==> src/rtl/pt_walker_pkg.sv <==
package pt_walker_pkg;

   // walker sequencing
   typedef enum logic [1:0] {
      ST_IDLE = 2'd0,
      ST_L1   = 2'd1,
      ST_L2   = 2'd2,
      ST_DONE = 2'd3
   } walk_st_e;

   // first-level descriptor type, bits[1:0]
   typedef enum logic [1:0] {
      L1_EMPTY  = 2'b00,
      L1_COARSE = 2'b01,
      L1_RSVD   = 2'b10,
      L1_FINE   = 2'b11
   } l1_kind_e;

   // second-level descriptor type, bits[1:0]; also the result size code
   typedef enum logic [1:0] {
      PG_NONE  = 2'b00,
      PG_LARGE = 2'b01,
      PG_SMALL = 2'b10,
      PG_TINY  = 2'b11
   } pg_kind_e;

   localparam int AP_W     = 2;          // one permission field
   localparam int AP_CNT   = 4;          // fields per large/small entry
   localparam int PERM_W   = AP_W * AP_CNT;
   localparam int PERM_LSB = 4;
   localparam int CB_LSB   = 2;
   localparam int DOM_W    = 4;
   localparam int DOM_LSB  = 5;

endpackage

==> src/rtl/pt_l1_decode.sv <==
module pt_l1_decode
   import pt_walker_pkg::*;
#(
   parameter int AW     = 32,
   parameter int L1_LSB = 20,   // lowest VA bit of the first-level index
   parameter int CT_LSB = 10,   // coarse table alignment
   parameter int FT_LSB = 12,   // fine table alignment
   parameter int SM_LSB = 12,   // 4KB page offset width
   parameter int TN_LSB = 10    // 1KB page offset width
) (
   input  logic [AW-1:0]    desc_i,
   input  logic [AW-1:0]    va_i,
   output logic             fault_o,
   output logic             fine_o,
   output logic [DOM_W-1:0] domain_o,
   output logic [AW-1:0]    l2_addr_o
);

   localparam int CW = (AW - CT_LSB) + (L1_LSB - SM_LSB) + 2;
   localparam int FW = (AW - FT_LSB) + (L1_LSB - TN_LSB) + 2;

   if (CW != AW) begin : g_bad_coarse
      $error("coarse second-level address does not fill AW bits");
   end
   if (FW != AW) begin : g_bad_fine
      $error("fine second-level address does not fill AW bits");
   end
   if (CT_LSB <= DOM_LSB + DOM_W) begin : g_bad_dom
      $error("domain field overlaps table base");
   end

   l1_kind_e        kind;
   logic [AW-1:0]   coarse_addr;
   logic [AW-1:0]   fine_addr;
   logic            unused_l1;

   assign kind        = l1_kind_e'(desc_i[1:0]);
   assign coarse_addr = {desc_i[AW-1:CT_LSB], va_i[L1_LSB-1:SM_LSB], 2'b00};
   assign fine_addr   = {desc_i[AW-1:FT_LSB], va_i[L1_LSB-1:TN_LSB], 2'b00};

   always_comb begin
      fault_o = 1'b0;
      fine_o  = 1'b0;
      unique case (kind)
         L1_EMPTY, L1_RSVD: fault_o = 1'b1;
         L1_FINE:           fine_o  = 1'b1;
         default:           fine_o  = 1'b0;
      endcase
   end

   assign domain_o  = desc_i[DOM_LSB+DOM_W-1:DOM_LSB];
   assign l2_addr_o = fine_o ? fine_addr : coarse_addr;

   assign unused_l1 = ^{desc_i[DOM_LSB-1:2], desc_i[CT_LSB-1:DOM_LSB+DOM_W],
                        va_i[AW-1:L1_LSB], va_i[TN_LSB-1:0]};

endmodule

==> src/rtl/pt_l2_decode.sv <==
module pt_l2_decode
   import pt_walker_pkg::*;
#(
   parameter int AW     = 32,
   parameter int LG_LSB = 16,   // 64KB page offset width
   parameter int SM_LSB = 12,   // 4KB page offset width
   parameter int TN_LSB = 10,   // 1KB page offset width
   parameter bit TINY_COARSE_FAULT = 1'b1
) (
   input  logic [AW-1:0]     desc_i,
   input  logic [AW-1:0]     va_i,
   input  logic              fine_i,
   output logic              fault_o,
   output logic [1:0]        size_o,
   output logic [AW-1:0]     pa_o,
   output logic [1:0]        cb_o,
   output logic [PERM_W-1:0] perm_o
);

   if (!(LG_LSB > SM_LSB && SM_LSB > TN_LSB && TN_LSB > PERM_LSB + AP_W)) begin : g_bad_pg
      $error("page offset widths must be strictly decreasing");
   end
   if (SM_LSB < PERM_LSB + PERM_W) begin : g_bad_perm
      $error("permission field overlaps small page base");
   end

   pg_kind_e kind;
   logic     tiny_bad;

   assign kind = pg_kind_e'(desc_i[1:0]);

   // policy for a 1KB entry met in a coarse table
   if (TINY_COARSE_FAULT) begin : g_tiny_fault
      assign tiny_bad = (kind == PG_TINY) && !fine_i;
   end else begin : g_tiny_pass
      logic unused_fine;
      assign unused_fine = fine_i;
      assign tiny_bad    = 1'b0;
   end

   assign fault_o = (kind == PG_NONE) || tiny_bad;

   always_comb begin
      size_o = fault_o ? PG_NONE : kind;
      cb_o   = fault_o ? 2'b00 : desc_i[CB_LSB+1:CB_LSB];
      pa_o   = '0;
      perm_o = '0;
      if (!fault_o) begin
         unique case (kind)
            PG_LARGE: begin
               pa_o   = {desc_i[AW-1:LG_LSB], va_i[LG_LSB-1:0]};
               perm_o = desc_i[PERM_LSB+PERM_W-1:PERM_LSB];
            end
            PG_SMALL: begin
               pa_o   = {desc_i[AW-1:SM_LSB], va_i[SM_LSB-1:0]};
               perm_o = desc_i[PERM_LSB+PERM_W-1:PERM_LSB];
            end
            PG_TINY: begin
               pa_o   = {desc_i[AW-1:TN_LSB], va_i[TN_LSB-1:0]};
               perm_o = {{(PERM_W-AP_W){1'b0}}, desc_i[PERM_LSB+AP_W-1:PERM_LSB]};
            end
            default: begin
               pa_o   = '0;
               perm_o = '0;
            end
         endcase
      end
   end

   logic unused_l2;
   assign unused_l2 = ^va_i[AW-1:LG_LSB];

endmodule

==> src/rtl/pt_walker.sv <==
module pt_walker
   import pt_walker_pkg::*;
#(
   parameter int AW     = 32,
   parameter int TB_LSB = 14,   // first-level table alignment
   parameter int L1_LSB = 20,
   parameter int CT_LSB = 10,
   parameter int FT_LSB = 12,
   parameter int LG_LSB = 16,
   parameter int SM_LSB = 12,
   parameter int TN_LSB = 10,
   parameter bit TINY_COARSE_FAULT = 1'b1
) (
   input  logic              clk,
   input  logic              rst_n,
   input  logic              base_we,
   input  logic [AW-1:0]     base_wdata,
   input  logic              req_valid,
   input  logic [AW-1:0]     req_vaddr,
   output logic              req_ready,
   output logic              mem_req,
   output logic [AW-1:0]     mem_addr,
   input  logic              mem_rvalid,
   input  logic [AW-1:0]     mem_rdata,
   output logic              done_valid,
   output logic              done_fault,
   output logic              done_level,
   output logic [1:0]        done_size,
   output logic [AW-1:0]     done_pa,
   output logic [1:0]        done_cb,
   output logic [DOM_W-1:0]  done_domain,
   output logic [PERM_W-1:0] done_perm
);

   localparam int TB_W = AW - TB_LSB;
   localparam int IX_W = AW - L1_LSB;

   if (TB_W + IX_W + 2 != AW) begin : g_bad_l1
      $error("first-level address does not fill AW bits");
   end

   walk_st_e          st;
   logic [AW-1:0]     va_q;
   logic [TB_W-1:0]   tbase_q;
   logic              issued_q;
   logic [AW-1:0]     l2_addr_q;
   logic              fine_q;
   logic [DOM_W-1:0]  dom_q;

   logic              l1_fault, l1_fine;
   logic [DOM_W-1:0]  l1_dom;
   logic [AW-1:0]     l1_l2addr;
   logic              l2_fault;
   logic [1:0]        l2_size, l2_cb;
   logic [AW-1:0]     l2_pa;
   logic [PERM_W-1:0] l2_perm;

   pt_l1_decode #(
      .AW(AW), .L1_LSB(L1_LSB), .CT_LSB(CT_LSB), .FT_LSB(FT_LSB),
      .SM_LSB(SM_LSB), .TN_LSB(TN_LSB)
   ) u_l1 (
      .desc_i(mem_rdata), .va_i(va_q),
      .fault_o(l1_fault), .fine_o(l1_fine),
      .domain_o(l1_dom), .l2_addr_o(l1_l2addr)
   );

   pt_l2_decode #(
      .AW(AW), .LG_LSB(LG_LSB), .SM_LSB(SM_LSB), .TN_LSB(TN_LSB),
      .TINY_COARSE_FAULT(TINY_COARSE_FAULT)
   ) u_l2 (
      .desc_i(mem_rdata), .va_i(va_q), .fine_i(fine_q),
      .fault_o(l2_fault), .size_o(l2_size), .pa_o(l2_pa),
      .cb_o(l2_cb), .perm_o(l2_perm)
   );

   always_ff @(posedge clk or negedge rst_n) begin
      if (!rst_n) begin
         st          <= ST_IDLE;
         va_q        <= '0;
         tbase_q     <= '0;
         issued_q    <= 1'b0;
         l2_addr_q   <= '0;
         fine_q      <= 1'b0;
         dom_q       <= '0;
         done_fault  <= 1'b0;
         done_level  <= 1'b0;
         done_size   <= PG_NONE;
         done_pa     <= '0;
         done_cb     <= '0;
         done_domain <= '0;
         done_perm   <= '0;
      end else begin
         if (base_we) tbase_q <= base_wdata[AW-1:TB_LSB];
         unique case (st)
            ST_IDLE: begin
               if (req_valid) begin
                  va_q     <= req_vaddr;
                  issued_q <= 1'b0;
                  st       <= ST_L1;
               end
            end
            ST_L1: begin
               issued_q <= 1'b1;
               if (mem_rvalid && issued_q) begin
                  if (l1_fault) begin
                     done_fault  <= 1'b1;
                     done_level  <= 1'b0;
                     done_size   <= PG_NONE;
                     done_pa     <= '0;
                     done_cb     <= '0;
                     done_domain <= '0;
                     done_perm   <= '0;
                     st          <= ST_DONE;
                  end else begin
                     l2_addr_q <= l1_l2addr;
                     fine_q    <= l1_fine;
                     dom_q     <= l1_dom;
                     issued_q  <= 1'b0;
                     st        <= ST_L2;
                  end
               end
            end
            ST_L2: begin
               issued_q <= 1'b1;
               if (mem_rvalid && issued_q) begin
                  done_fault  <= l2_fault;
                  done_level  <= l2_fault;
                  done_size   <= l2_size;
                  done_pa     <= l2_pa;
                  done_cb     <= l2_cb;
                  done_domain <= dom_q;
                  done_perm   <= l2_perm;
                  st          <= ST_DONE;
               end
            end
            default: st <= ST_IDLE;
         endcase
      end
   end

   assign req_ready  = (st == ST_IDLE);
   assign done_valid = (st == ST_DONE);
   assign mem_req    = ((st == ST_L1) || (st == ST_L2)) && !issued_q;
   assign mem_addr   = (st == ST_L2) ? l2_addr_q
                                     : {tbase_q, va_q[AW-1:L1_LSB], 2'b00};

   logic unused_base;
   assign unused_base = ^base_wdata[TB_LSB-1:0];


   req_pulse_chk: assert property (@(posedge clk) disable iff (!rst_n)
      mem_req |=> !mem_req);


   addr_align_chk: assert property (@(posedge clk) disable iff (!rst_n)
      mem_req |-> (mem_addr[1:0] == 2'b00));


   busy_hold_chk: assert property (@(posedge clk) disable iff (!rst_n)
      (!req_ready && !done_valid) |=> $stable(va_q));


   sect_stop_chk: assert property (@(posedge clk) disable iff (!rst_n)
      (st == ST_L1 && mem_rvalid && issued_q && l1_fault)
      |=> (done_valid && done_fault && !done_level && !mem_req));


   done_pulse_chk: assert property (@(posedge clk) disable iff (!rst_n)
      done_valid |=> (!done_valid && req_ready));


   ok_size_chk: assert property (@(posedge clk) disable iff (!rst_n)
      (done_valid && !done_fault) |-> (done_size != 2'b00));

endmodule

==> config.mk <==
export PLATFORM = sky130hd
export DESIGN_NAME = pt_walker
export DESIGN_NICKNAME = d
export VERILOG_FILES = /design/src/rtl/pt_walker_pkg.sv /design/src/rtl/pt_l1_decode.sv /design/src/rtl/pt_l2_decode.sv /design/src/rtl/pt_walker.sv
export SDC_FILE = /design/constraint.sdc
export NUM_CORES = 1
export LEC_CHECK = 0
export BUFFER_PORTS_ARGS = -buffer_cell sky130_fd_sc_hd__buf_4
export CAP_MARGIN = 30
export CORE_MARGIN = 2
export CORE_UTILIZATION = 30
export DETAILED_ROUTE_END_ITERATION = 10
export PLACE_DENSITY_LB_ADDON = 0.25
export SLEW_MARGIN = 10
export SYNTH_ARGS = -nofsm -noshare
export SYNTH_HDL_FRONTEND = slang
export SYNTH_HIERARCHICAL = 1
export SYNTH_SLANG_ARGS = --single-unit
==> constraint.sdc <==
create_clock -name clk -period 3.7 [get_ports clk]
set_clock_uncertainty 0.1 [all_clocks]
set_input_delay 0.185 -clock clk [delete_from_list [all_inputs] [get_ports clk]]
set_output_delay 0.185 -clock clk [all_outputs]
set_load 0.05 [all_outputs]
=== After elaboration in Yosys (flattened, before gate mapping) ===
Index checks and enable logic that the tools add are counted.

* Output and inout port bits: 85
* Flip-flop bits (word level): 140
* Input port bits: 101
* Logic and storage cells: 87

* Reduce and logical (&&, ||, !) cells: 18
* Bitwise logic cells: 1
* Mux-type cells: 44
* Equal/unequal tests: 10

{| class="wikitable"
|+ Operator list
! operator !! number
|-
| $mux W32 || 5
|-
| $pmux W32 S3 || 1
|-
| $pmux W32 S2 || 1
|-
| $mux W8 || 4
|-
| $pmux W8 S2 || 2
|-
| $mux W2 || 9
|-
| $mux W12 || 1
|-
| $mux W4 || 3
|-
| $mux W1 || 11
|-
| $eq A2 B2 Y1 const B || 4
|-
| $ne A2 B2 Y1 const B || 4
|-
| $pmux W2 S2 || 2
|-
| $pmux W4 S2 || 1
|-
| $pmux W2 S3 || 1
|-
| $reduce_and A3 Y1 || 2
|-
| $eq A2 B1 Y1 const B || 2
|-
| $logic_not A2 Y1 || 2
|-
| $pmux W1 S2 || 2
|-
| $reduce_and A2 Y1 || 2
|-
| $reduce_and A4 Y1 || 1
|-
| $reduce_or A2 Y1 || 2
|-
| $logic_and A1 B1 Y1 || 3
|-
| $pmux W1 S3 || 1
|-
| $reduce_bool A3 Y1 || 1
|-
| 4 further kinds || 6
|}

=== Logic depth before layout (Yosys ltp) ===
Gate-level depths: netlist of the first run.

* Word-level depth: 6
* Gate-level depth with buffers: 8

=== Hierarchy ===
Netlist of the first run, hierarchy kept.

{| class="wikitable"
|+ Modules (own cells, without submodules)
! module !! instances !! cells an instance !! area each (um^2)
|-
| pt_walker || 1 || 459 || 6060.8
|-
| pt_l2_decode || 1 || 84 || 822.0
|-
| pt_l1_decode || 1 || 41 || 370.4
|}

=== Least setup slack after synthesis of the first run ===
Ideal clock, no wire load.

* Kind: register -> register
* From: reg st[0]
* To: reg va_q[10]
* Clock period less this slack: 1.926 ns
* Cell stages (with the launch flop): 6
* Path buffers: 1
* Required time: 3.475 ns
* Data arrival time: 1.701 ns
* Path slack: 1.774 ns
* Path through: dfrtp_1 inv_1 ha_1 nand2_1 buf_2 mux2_2

* Cells in the longest elaborated chain, start to end: 2

{| class="wikitable"
|+ RTL lines
! element !! RTL line !! source
|-
| from (decl) || pt_walker.sv:42 || <nowiki>walk_st_e st;</nowiki>
|-
| from (signal assigned) || pt_walker.sv:78 || <nowiki>st <= ST_IDLE;</nowiki>
|-
| from (signal assigned) || pt_walker.sv:99 || <nowiki>st <= ST_L1;</nowiki>
|-
| from (signal assigned) || pt_walker.sv:113 || <nowiki>st <= ST_DONE;</nowiki>
|-
| $logic_not A2 Y1 || -- ||
|-
| via req_ready || pt_walker.sv:20 || <nowiki>output logic req_ready,</nowiki>
|-
| $reduce_and A2 Y1 (no source line) || -- ||
|-
| to (signal assigned) || pt_walker.sv:97 || <nowiki>va_q <= req_vaddr;</nowiki>
|-
| to (decl) || pt_walker.sv:43 || <nowiki>logic [AW-1:0] va_q;</nowiki>
|}

The timed path passes the listed nets, and every way through them passes these cells.
A chain may end at the register's enable or synchronous reset.

=== Final worst setup path of the first run ===
* From: reg st[0]
* To: out mem_addr[0]

* Cells in the longest elaborated chain, start to end: 2

{| class="wikitable"
|+ RTL lines
! element !! RTL line !! source
|-
| $eq A2 B2 Y1 || pt_walker.sv:144 || <nowiki>assign mem_addr = (st == ST_L2) ? l2_addr_q</nowiki>
|-
| $mux W32 || pt_walker.sv:144 ||
|-
| to (decl) || pt_walker.sv:22 || <nowiki>output logic [AW-1:0] mem_addr,</nowiki>
|}

Every way passes these cells.

==> results.md, run 1 <==
Critical path:
- The worst setup path startpoint is st[0]$_DFFE_PN0P_.
- The endpoint arrival time on the critical path is 2.42 ns.
- The standard cell with the maximum stage delay on the critical path is ha_2.
- The nature of the critical path startpoint is a register.
- By startpoint and endpoint, the worst setup path is classified as reg -> out.
- STA classifies the critical path endpoint as an output port.
- Along the worst path, the maximum fanout reaches 32.
- Counting stages on the worst path, the most repeated cell is buf_4.
- At the worst endpoint, the required time is 3.41 ns.
- For this run, the slowest stage of the critical path takes 0.69 ns.
- The startpoint of the lowest-slack register-to-register path is st[1]$_DFFE_PN0P_.
- The critical path goes through inv_1, ha_2, buf_4, and2_1, buf_4.

GRT:
- The number of antenna violations at the first check in global routing is 0.
- For this run, the total global-route usage over all layers was measured as 0.145.
- The number of global-route vias before repair is 5,092.
- The total congestion overflow is 0.
- The first global-routing pass estimated 29,000 um of wire.
- The pin count of the biggest net entering global routing is 78.

CTS:
- The clock tree buffer depth is 2.
- The total number of clock tree sinks is 140.
- The TritonCTS clock tree is done.
- The number of buffers created by CTS is 17.
- Post-CTS repair changed the size of 0 cells.
- The insertion delay of the later-clocked pin in the worst-skew pair is 0.41 ns.
- The H-tree was split into 4 levels.
- The clock slew at the register clock pins of the worst setup and hold paths is 0.06 ns.
- The buffer type at the clock tree root is clkbuf_16.

Timing:
- The least setup slack across all paths after layout is 0.991 ns.
- Final hold analysis gives a worst-case slack of 0.0200 ns.
- The count of endpoints failing setup in the final report is 0.
- The final number of hold-violating endpoints came to 0.
- The slew at the pin closest to its max-slew limit is 0.876 ns.
- The final-report max-slew violation count is 0.
- Derived from the worst setup path, the maximum achievable clock frequency is 0.369 GHz.
- The final setup TNS is 0 ns.
- In this run the tightest slew margin relative to its limit is 0.416.
- The share of the clock period used by the worst path is 0.732.
- Setup repair after global routing left no endpoint under its margin.
- For the finished layout, the period the worst path requires is 2.71 ns.

Power and ir drop:
- In this run the static leakage power is 4.51 nW.
- The worst-case IR drop observed on VDD is 0.000350 V.
- The total power draw is 8.67 mW.
- The power density normalized to cell area is 868 mW/mm^2.

Detailed routing:
- In the final routed layout, each cell accounts on average for 15.9 um.
- The final wirelength is 18,000 um.
- In the routed design, unresolved DRC markers number 0.
- The routed via count divided by cell count is 4.36.
- The violation count after the first detailed-routing iteration is 182.
- Detailed routing inserted a total of 4,931 vias.
- The total iterations of the first detailed-routing run is 4.
- In this run the remaining antenna-violating nets after routing total 0.

Cells and area:
- With fillers left out, the area of the finished cells amounts to 0.00999 mm^2.
- For this run, the share of the core covered by cells in the final layout is 0.423.
- The area added between synthesis and finish is 37.7%.
- Excluding fillers, the count of instances in the completed layout stands at 1,131.
- Of the cells placed in the final design, the portion with a size suffix greater than 1 is 0.464.
- 0 antenna diodes ended up in the layout.
- The final layout net count is 911.

Synth:
- The Yosys step of the flow raised 6 warnings.
- Each instance of the synthesized netlist takes up on average 12.4 um^2.
- The number of distinct standard cells referenced by the synthesized netlist is 36.
- The sequential cell area fraction in the yosys report is 0.483.
- The post-synthesis instance area is 0.00725 mm^2.
- The register bit count reported by yosys is 140.
- Synthesis produced 584 cells.

Die:
- The core region area is 0.0236 mm^2.
- The starting density of the core is 0.307.
- The number of top-level pins is 186.
- In this run the horizontal extent of the chip is 159 um.
- The vertical die dimension is 159 um.
- The floorplan step defined a die boundary enclosing 0.0254 mm^2.
- The initialized floorplan defines 56 standard-cell rows.

Hold path:
- The start point of the worst min-delay path is mem_rdata[9].
- The min-delay analysis places its worst path in the category in -> reg.

Placement:
- The number of buffer cells added on primary ports is 171.
- The post-DP HPWL is 11,800 um.
- The congestion estimate from routability-driven global placement came to 0.719.
- OpenSTA, run right after detailed placement, puts the worst setup slack at 1.22 ns.
- The post-placement cell count is 1,024.
- The total placed instance area is 0.00862 mm^2.

Run:
- The total of max-cap violations is 0.

Run status:
- The flow ran to the end, and the final reports show no timing, DRC or antenna violations.
==> cell families (layout without fill, tap and decap cells) <==
logic type | after synthesis | in the layout | share of synthesized area
compound gates | 17 | 17 | 0.0157
fa+ha+maj | 11 | 11 | 0.0190
buf+inv | 119 | 346 | 0.0950
flops | 140 | 140 | 0.483
mux | 179 | 179 | 0.274
other cells | 1 | 2 | 0.000517
simple gates | 117 | 117 | 0.113
==> final timing paths <==
kind / endpoint / slack [ns] / cells past startpoint
worst max-delay path: mem_addr[0] / 0.99 / 5
worst min-delay path: done_perm[5]$_DFFE_PN0P_ / 0.02 / 5
worst max register to register: done_cb[0]$_DFFE_PN0P_ / 1.45 / 6
worst min register to register: done_fault$_DFFE_PN0P_ / 0.39 / 1
max in group asynchronous: done_pa[1]$_DFFE_PN0P_ / 2.44 / 3
min in group asynchronous: l2_addr_q[20]$_DFFE_PN0P_ / 0.22 / 2
==> what timing repair did <==
action,in CTS,in global routing
hold buffers,75,0
endpoints found under the hold margin,137,0
buffers inserted,0,0
==> registers in the layout (all words and copies together) (netlist names) <==
signal       count
done_pa         32
l2_addr_q       32
va_q            32
tbase_q         18
done_perm        8
dom_q            4
done_domain      4
done_cb          2
done_size        2
st               2
done_fault       1
done_level       1
fine_q           1
issued_q         1
==> synthesized netlist by cell type, drive strengths merged <==
library cell,n,area share
o31ai,1,0.0010
nor3,15,0.010
conb,1,0.00052
nand2,61,0.032
nor2b,2,0.0017
a21oi,4,0.0038
mux2,129,0.20
mux2i,50,0.069
nand4b,1,0.0012
o41ai,1,0.0012
nand3b,1,0.0010
inv,56,0.029
a22oi,4,0.0041
nor2,3,0.0019
nand2b,2,0.0017
nor3b,2,0.0021
or2,3,0.0026
buf,58,0.063
and2,2,0.0017
o21ai,5,0.0034
clkbuf,5,0.0026
dfrtp,140,0.48
nor4b,25,0.057
a211oi,2,0.0021
ha,11,0.019
==> worst max-delay path, delay by kind of cell, from the launching register on <==
family                     cells  cell delay (ns)
buffers and inverters          3             0.71
and+or+nand+nor                1             0.17
adders and majority gates      1             0.69
DFF                            1             0.43
==> power by group <==
group / total [mW] / internal, mW / leakage (nW) / switching [mW]
clock: 1.80 / 1.10 / 0.305 / 0.696
sequential: 2.53 / 2.17 / 1.75 / 0.363
combinational: 4.34 / 1.62 / 2.46 / 2.72
total: 8.67 / 4.89 / 4.51 / 3.78
==> routing by layer <==
metal,track usage,part of all wire,up-vias
met1,0.191,0.47,2423
met3,0.0323,0.044,18
met5,0,0,-
li1,-,-,2388
met2,0.231,0.47,102
met4,0.0537,0.016,0
==> placed cells by master, fill, tap and decap left out, drive strengths merged, types with 4 or more instances in the layout <==
| cell type | synthesis | final |
|---|---|---|
| a21oi | 4 | 4 |
| a22oi | 4 | 4 |
| buf | 58 | 183 |
| clkbuf | 5 | 20 |
| clkinv | 0 | 7 |
| dfrtp | 140 | 140 |
| dlygate4sd3 | 0 | 75 |
| ha | 11 | 11 |
| inv | 56 | 58 |
| mux2 | 129 | 129 |
| mux2i | 50 | 50 |
| nand2 | 61 | 61 |
| nor3 | 15 | 15 |
| nor4b | 25 | 25 |
| o21ai | 5 | 5 |
==> cell type report <==
| type | instances | area (um^2) |
|---|---|---|
| Clock buffer | 20 | 457 |
| Clock inverter | 12 | 161 |
| Fill cell | 2275 | 13600 |
| Inverter | 56 | 210 |
| Multi-Input combinational cell | 326 | 3090 |
| Sequential cell | 140 | 3500 |
| Tap cell | 319 | 399 |
| Timing Repair Buffer | 258 | 2170 |
Power figures use the tool's default switching activity.
==> run 2, diff against run 1 <==
==> constraint.sdc (replaced) <==
create_clock -name clk -period 2.3 [get_ports clk]
set_clock_uncertainty 0.1 [all_clocks]
set_input_delay 0.115 -clock clk [delete_from_list [all_inputs] [get_ports clk]]
set_output_delay 0.115 -clock clk [all_outputs]
set_load 0.05 [all_outputs]
==> results.md, run 2 (synthesis gave the netlist of run 1 again) <==
Timing:
- The relative slew slack is 0.615.
- The count of endpoints failing setup in the final report is 0.
- Setup repair after global routing left no endpoint under its margin.
- For the pin with the worst max-slew slack, the measured transition is 0.576 ns.
- The final-report max-slew violation count came to 0.
- The peak clock frequency supported by timing is 0.463 GHz.
- Summed over all failing endpoints, the final setup total negative slack is 0 ns.
- The share of the clock period used by the worst path is 0.939.
- The final number of hold-violating endpoints was 0.
- Hold timing on the final database bottoms out at a slack of 0.0258 ns.
- The time the final worst path needs with I/O delays and setup is 2.16 ns.
- Across all setup checks in the final design, the least slack found is 0.140 ns.

Die:
- The die outline area is 0.0254 mm^2.
- The floorplan has 56 rows.
- The starting density of the core is 0.307.
- From left edge to right edge, the die measures 159 um.
- The vertical die dimension is 159 um.
- The core region area is 0.0236 mm^2.
- During I/O placement, the number of pins put on the boundary was 186.

Cells and area:
- The area added between synthesis and finish is 40.5%.
- The number of fill cells is 2,256.
- The most common library cell in the layout ignoring fill and taps is buf_4.
- Of the cells placed in the final design, the portion with a size suffix greater than 1 is 0.465.
- The largest registers in the layout are done_pa: 32 flops, l2_addr_q: 32 flops, va_q: 32 flops.
- The final antenna diode count is 0.
- The post-route cell area is 0.0102 mm^2.
- The top cell types in the final layout, fill and taps aside, are 183 x buf_4, 140 x dfrtp_1, 119 x mux2_2, 82 x dlygate4sd3_1, 60 x nand2_1.
- The non-filler instance count after layout is 1,147.
- At the end of the flow, the number of nets in the layout was 927.

CTS:
- The buffer type at the clock tree root is clkbuf_16.
- After clock tree synthesis, the clock-pin slew on the worst setup and hold paths is 0.05 ns.
- The clock reaches the later pin of the worst-skew pair after 0.41 ns.
- The longest clock path from root to sink contains 2 buffers.
- CTS built an H-tree with a depth of 4.
- TritonCTS built the clock tree.
- The total number of clock tree sinks is 140.
- The number of buffers created by CTS is 17.

GRT:
- The overall fraction of global-route tracks in use is 0.148.
- The total congestion overflow is 0.
- Entering global routing, the biggest net connects 54 pins.
- The first global-routing pass estimated 29,500 um of wire.
- The number of global-route vias before repair is 5,317.
- The number of antenna violations at the first check in global routing is 0.

Power and ir drop:
- The maximum VDD drop is 0.000751 V.
- The cell internal power dissipation is 7.93 mW.
- The share of total power dissipated in the clock network is 0.201.
- The power density normalized to cell area is 1380 mW/mm^2.
- The share of total power dissipated in combinational logic is 0.507.
- Of the total power, the share spent switching nets is 0.437.
- Summed over all nets, the switching power comes to 6.15 mW.
- The part of the power in registers is 0.292.
- The leakage power summed over all cells is 4.59 nW.

Critical path:
- The critical path capture point type is an output port.
- For the worst setup path, the data required time is 2.09 ns.
- Of all nets on the critical path, the largest fanout is 16.
- The number of buffers and inverters on the critical path is 3.
- The slowest stage of the critical path is the dfrtp_1 cell.
- The nature of the critical path startpoint is a register.
- The critical path goes through inv_1, ha_4, clkbuf_16, mux2_2, buf_4.
- For this run, the slowest stage of the critical path takes 0.42 ns.
- The endpoint arrival time on the critical path is 1.94 ns.
- The worst setup path is of the reg -> out kind.
- The kind of cell adding the most delay to the critical path is buffers and inverters.

Detailed routing:
- The number of vias after detailed routing is 5,010.
- The final wirelength is 18,800 um.
- The detail-routed net length per standard cell is 16.4 um.
- Before antenna repair, the detailed router went through 5 iterations.
- Once detail routing completed, the nets flagged for antenna violations numbered 0.
- The routed via count divided by cell count is 4.37.
- The violation count after the first detailed-routing iteration is 154.
- For this run, design rule violations remaining after detail routing come to 0.

Placement:
- The placement-stage worst setup slack is 0.296 ns.
- Including well taps, the total number of placed cells is 1,032.
- During placement, the flow inserted port buffers numbering 171.
- The post-DP HPWL is 12,500 um.
- The routability-driven placement congestion ratio is 0.703.
- In this run the cell area measured after placement is 0.00873 mm^2.

Hold path:
- In this run the worst hold path is classified as in -> reg.

Run:
- Across the run, the number of max-cap violations was 0.

Run status:
- The run finished with clean final reports.
run 2: changes by cell type in the layout (fill, tap and decap cells not counted), sizes merged:
cell	delta
buf	+8
clkinv	-4
clkinvlp	+4
dlygate4sd3	+7
inv	+1
run 2: metal layers:
layer,track usage,up-vias,share of wire
met5,0,-,0
met4,0.0364,0,0.0077
met3,0.0409,9,0.042
met2,0.251,100,0.50
met1,0.186,2485,0.45
li1,-,2416,-
run 2: worst paths after layout:
check | slack [ns] | cells past startpoint | startpoint | to
max | 0.14 | 5 | st[0]$_DFFE_PN0P_ | mem_addr[31]
min | 0.03 | 4 | mem_rvalid | issued_q$_DFFE_PN0P_
max reg2reg | 0.25 | 7 | st[1]$_DFFE_PN0P_ | done_perm[6]$_DFFE_PN0P_
min reg2reg | 0.39 | 1 | done_fault$_DFFE_PN0P_ | done_fault$_DFFE_PN0P_
max in group asynchronous | 1.31 | 3 | rst_n | done_perm[5]$_DFFE_PN0P_
min in group asynchronous | 0.13 | 2 | rst_n | va_q[30]$_DFFE_PN0P_
run 2: what timing repair did:
item                       CTS  global route
hold endpoints to repair   143             0
resized for setup            0             1
hold buffers                82             0
setup buffers                0             0
setup endpoints to repair    0            21
run 2: cell type report:
type	count	area [um^2]	share of cell area
flip-flops and latches	140	3500	0.344
multi-input cells	326	3100	0.304
repair buffers	274	2380	0.233
clock buffers	19	433	0.0425
well taps	319	399	0.0392
inverters	56	210	0.0206
clock inverters	13	165	0.0162
run 2: power by group through the flow:
stage	registers [mW]	logic (mW)	clock network (mW)
final	4.11	7.14	2.83
after floorplan	5.41	3.68	0
after global routing	4.24	7.53	3.05
after detailed placement	4.13	7.04	0
after CTS	4.11	7.16	2.92
after global placement	4.12	6.99	0
run 2: worst register-to-register path, cell delays in order, from the launching register on:
cell	delay (ns)
dfrtp_1	0.46
inv_1	0.12
ha_1	0.24
nand2b_1	0.20
a21oi_4	0.19
buf_12	0.21
buf_12	0.22
mux2i_1	0.23
run 2: metrics by stage:
stage,utilization,power [mW]
after detailed placement,0.370,11.2
after global placement,0.369,11.1
final,0.431,14.1
after global routing,0.431,14.8
after CTS,0.430,14.2
after floorplan,-,9.09
==> run 3, diff against run 2 <==
--- a/config.mk
+++ b/config.mk
@@ -5,6 +5,7 @@
 export SDC_FILE = /design/constraint.sdc
 export NUM_CORES = 1
 export LEC_CHECK = 0
+export ABC_AREA = 1
 export BUFFER_PORTS_ARGS = -buffer_cell sky130_fd_sc_hd__buf_4
 export CAP_MARGIN = 30
 export CORE_MARGIN = 2
==> results.md, run 3 <==
CTS:
- The buffer type at the clock tree root is clkbuf_16.
- The H-tree was split into 4 levels.
- Clock latency on the worst-skew pair, taken at its later pin, is 0.43 ns.
- Post-CTS timing repair inserted 0 buffers for setup.
- TritonCTS built the clock tree.
- After clock tree synthesis, the clock-pin slew on the worst setup and hold paths is 0.06 ns.
- The total number of clock tree sinks is 140.
- The clock tree buffer depth is 2.
- The number of buffers created by CTS is 17.

Critical path:
- Data on the critical path is required at its endpoint by 2.09 ns.
- The maximum fanout encountered on the critical timing path is 28.
- The kind of critical path is reg -> out.
- STA classifies the critical path endpoint as an output port.
- The nature of the critical path startpoint is a register.
- The worst setup path startpoint is st[0]$_DFFE_PN0P_.
- The startpoint of the lowest-slack register-to-register path is st[1]$_DFFE_PN0P_.
- The endpoint arrival time on the critical path is 1.91 ns.

Placement:
- The number of buffer cells added on primary ports is 171.
- Detailed placement ended at an HPWL of 14,000 um.
- Routability-driven placement finished with a final weighted congestion of 0.774.

Die:
- The starting density of the core is 0.307.
- The number of top-level pins is 186.
- The floorplan has 56 rows.
- The floorplan step defined a die boundary enclosing 0.0254 mm^2.
- The core region area is 0.0236 mm^2.
- In this run the vertical extent of the chip is 159 um.
- In this run the horizontal extent of the chip is 159 um.

Synth:
- The fraction of the mapped netlist area in compound gates is 0.0544.
- The commonest cells after synthesis are 423 x nand2_1, 140 x dfrtp_1, 79 x inv_1, 52 x nor2_1, 50 x o21ai_0.
- The share of synthesized cell area in full adder, half adder and majority cells is 0.0190.
- Among all flip-flop cells after synthesis, the most frequent one is dfrtp_1.
- After synthesis, the share of cell area in mux cells is 0.
- The most frequent cell after synthesis is nand2_1.
- Of the total synthesized cell area, the portion taken by AND, OR, NAND and NOR gates is 0.331.
- The number of enable-type register cells in the synthesized netlist is 0.
- For this run, the register share of the synthesized area comes to 0.483.
- For this run, asynchronously set or reset flops after synthesis account for 1.00.
- By area, the combinational part of the netlist is dominated by simple AND/OR/NAND/NOR gates.
- For this run, the number of Yosys warnings is 6.
- The portion of synthesized cell area occupied by the leading cell type is 0.483.
- Summed over all instances, the cell type with the most area after synthesis is dfrtp_1.
- In the post-synthesis netlist, the biggest area contributors are dfrtp_1 48%, nand2_1 22%, nand3b_1 5.1%, inv_1 4.1%, o21ai_0 3.5%.
- The register bit count reported by yosys is 140.
- The post-synthesis average cell area is 7.47 um^2.
- The post-synthesis share of cell area spent on xor and xnor gates is 0.
- The cell count after synthesis came out at 971.
- The number of distinct standard cells referenced by the synthesized netlist is 19.
- After synthesis the cells add up to 0.00725 mm^2.

Detailed routing:
- For this run, design rule violations remaining after detail routing come to 0.
- The final wirelength is 21,100 um.
- The violation count after the first detailed-routing iteration is 360.
- In the routed layout, each cell is associated on average with a via count of 4.40.
- The number of vias after detailed routing is 6,660.
- The first detailed-routing pass ran for 5 iterations.
- After detailed routing, the average wire length per cell comes to 13.9 um.
- The final antenna-violating net count is 0.

Cells and area:
- In the layout the commonest cells are 422 x nand2_1, 181 x buf_4, 140 x dfrtp_1, 91 x dlygate4sd3_1, 79 x inv_1.
- The proportion of layout cells with a drive suffix above 1 is 0.189.
- Relative to the synthesized area, the layout overhead comes to 40.8%.
- The final antenna diode count is 0.
- In the final layout, the registers with the most flip-flops are done_pa: 32 flops, l2_addr_q: 32 flops, va_q: 32 flops.
- After filler insertion, the fill cell instance count of the layout stands at 2,458.
- The final layout net count is 1,295.
- The most common library cell in the layout ignoring fill and taps is nand2_1.

Timing:
- Based on the critical path, the design can be clocked at up to 0.472 GHz.
- The final setup TNS is 0 ns.
- The time the final worst path needs with I/O delays and setup is 2.12 ns.
- Setup repair after global routing left no endpoint under its margin.
- Setup violations remaining at the end of the flow were counted as 0.
- The slew at the pin closest to its max-slew limit is 0.562 ns.
- The share of the clock period used by the worst path is 0.922.
- The relative slew slack is 0.625.
- The final-report max-slew violation count is 0.
- The final number of hold-violating endpoints is 0.

Hold path:
- The type of the most critical hold path is in -> reg.
- The start point of the worst min-delay path is base_we.

Power and ir drop:
- The maximum VDD drop is 0.000648 V.
- The power density normalized to cell area is 1160 mW/mm^2.
- Overall power consumption after layout is estimated at 11.9 mW.
- Summed over all cells, the static leakage comes to 5.42 nW.

GRT:
- The pin count of the biggest net entering global routing is 67.
- The total congestion overflow is 0.
- The global-route wire length before repair is 34,100 um.
- The number of antenna violations at the first check in global routing is 0.
- The overall fraction of global-route tracks in use is 0.169.
- The number of global-route vias before repair is 6,572.

Run status:
- The run finished with clean final reports.

Run:
- The tool flagged a number of max-cap violations equal to 0.
run 3: cell count changes after synthesis, moves of 47 or more:
cell      before  now
mux2_2       119    0
nand2_1       60  423
nand3_1        0   47
nor2_1         2   52
nand3b_1       1   49
mux2i_1       50    0
run 3: final timing paths:
| path | endpoint | slack [ns] | cells after the start |
|---|---|---|---|
| setup / recovery | mem_addr[31] | 0.18 | 6 |
| hold / removal | tbase_q[14]$_DFFE_PN0P_ | 0.02 | 3 |
| setup reg to reg | done_domain[3]$_DFFE_PN0P_ | 0.28 | 7 |
| hold reg to reg | va_q[26]$_DFFE_PN0P_ | 0.37 | 2 |
| max in group asynchronous | st[0]$_DFFE_PN0P_ | 1.31 | 3 |
| min in group asynchronous | tbase_q[13]$_DFFE_PN0P_ | 0.12 | 2 |
run 3: layer usage:
layer  global-route usage  vias up  wire [um]
met5                    0        -          0
met4               0.0421        0        104
met3               0.0359        5        906
met2                0.291      140      10500
met1                0.216     3130       9550
li1                     -     3385          -
run 3: power breakdown:
group / total [mW] / internal (mW) / switching [mW]
sequential: 3.68 / 3.20 / 0.474
clock: 3.06 / 1.97 / 1.09
combinational: 5.13 / 1.58 / 3.55
total: 11.9 / 6.76 / 5.11
run 3: cell type report:
| cell class | instances | area [um^2] | share of cell area |
|---|---|---|---|
| Multi-Input combinational cell | 664 | 2960 | 0.290 |
| Clock inverter | 8 | 154 | 0.0151 |
| Inverter | 82 | 308 | 0.0302 |
| Tap cell | 319 | 399 | 0.0391 |
| Sequential cell | 140 | 3500 | 0.343 |
| Clock buffer | 24 | 502 | 0.0492 |
| Timing Repair Buffer | 278 | 2380 | 0.233 |
run 3: cells by family (layout without fill, tap and decap cells):
group                      Yosys count  in the layout
AOI/OAI and AO/OA                   78             78
adders and majority gates           11             11
buffers and inverters              168            392
DFF                                140            140
other                                1              2
and+or+nand+nor                    573            573
run 3: stage by stage:
stage	setup slack [ns]	area [um^2]	hold slack, ns	utilization	cells
floorplan	0.0732	7250	-0.281	-	972
global placement	0.320	8640	0.0125	0.366	1392
finish	0.179	10200	0.0170	0.432	1515
global route	0.00841	10200	0.0234	0.432	1515
CTS	0.120	10200	0.000308	0.432	1515
detailed placement	0.274	8640	0.00735	0.366	1392
run 3: repair_timing:
action / in CTS / in global routing
gates resized for setup: 0 / 0
hold buffers: 91 / 0
hold endpoints to repair: 193 / 0
run 3: worst max-delay path, stage by stage, from the launching register on:
cell	delay (ns)
dfrtp_1	0.42
inv_1	0.12
ha_1	0.21
buf_4	0.30
nand2_1	0.10
o21ai_0	0.10
buf_4	0.23
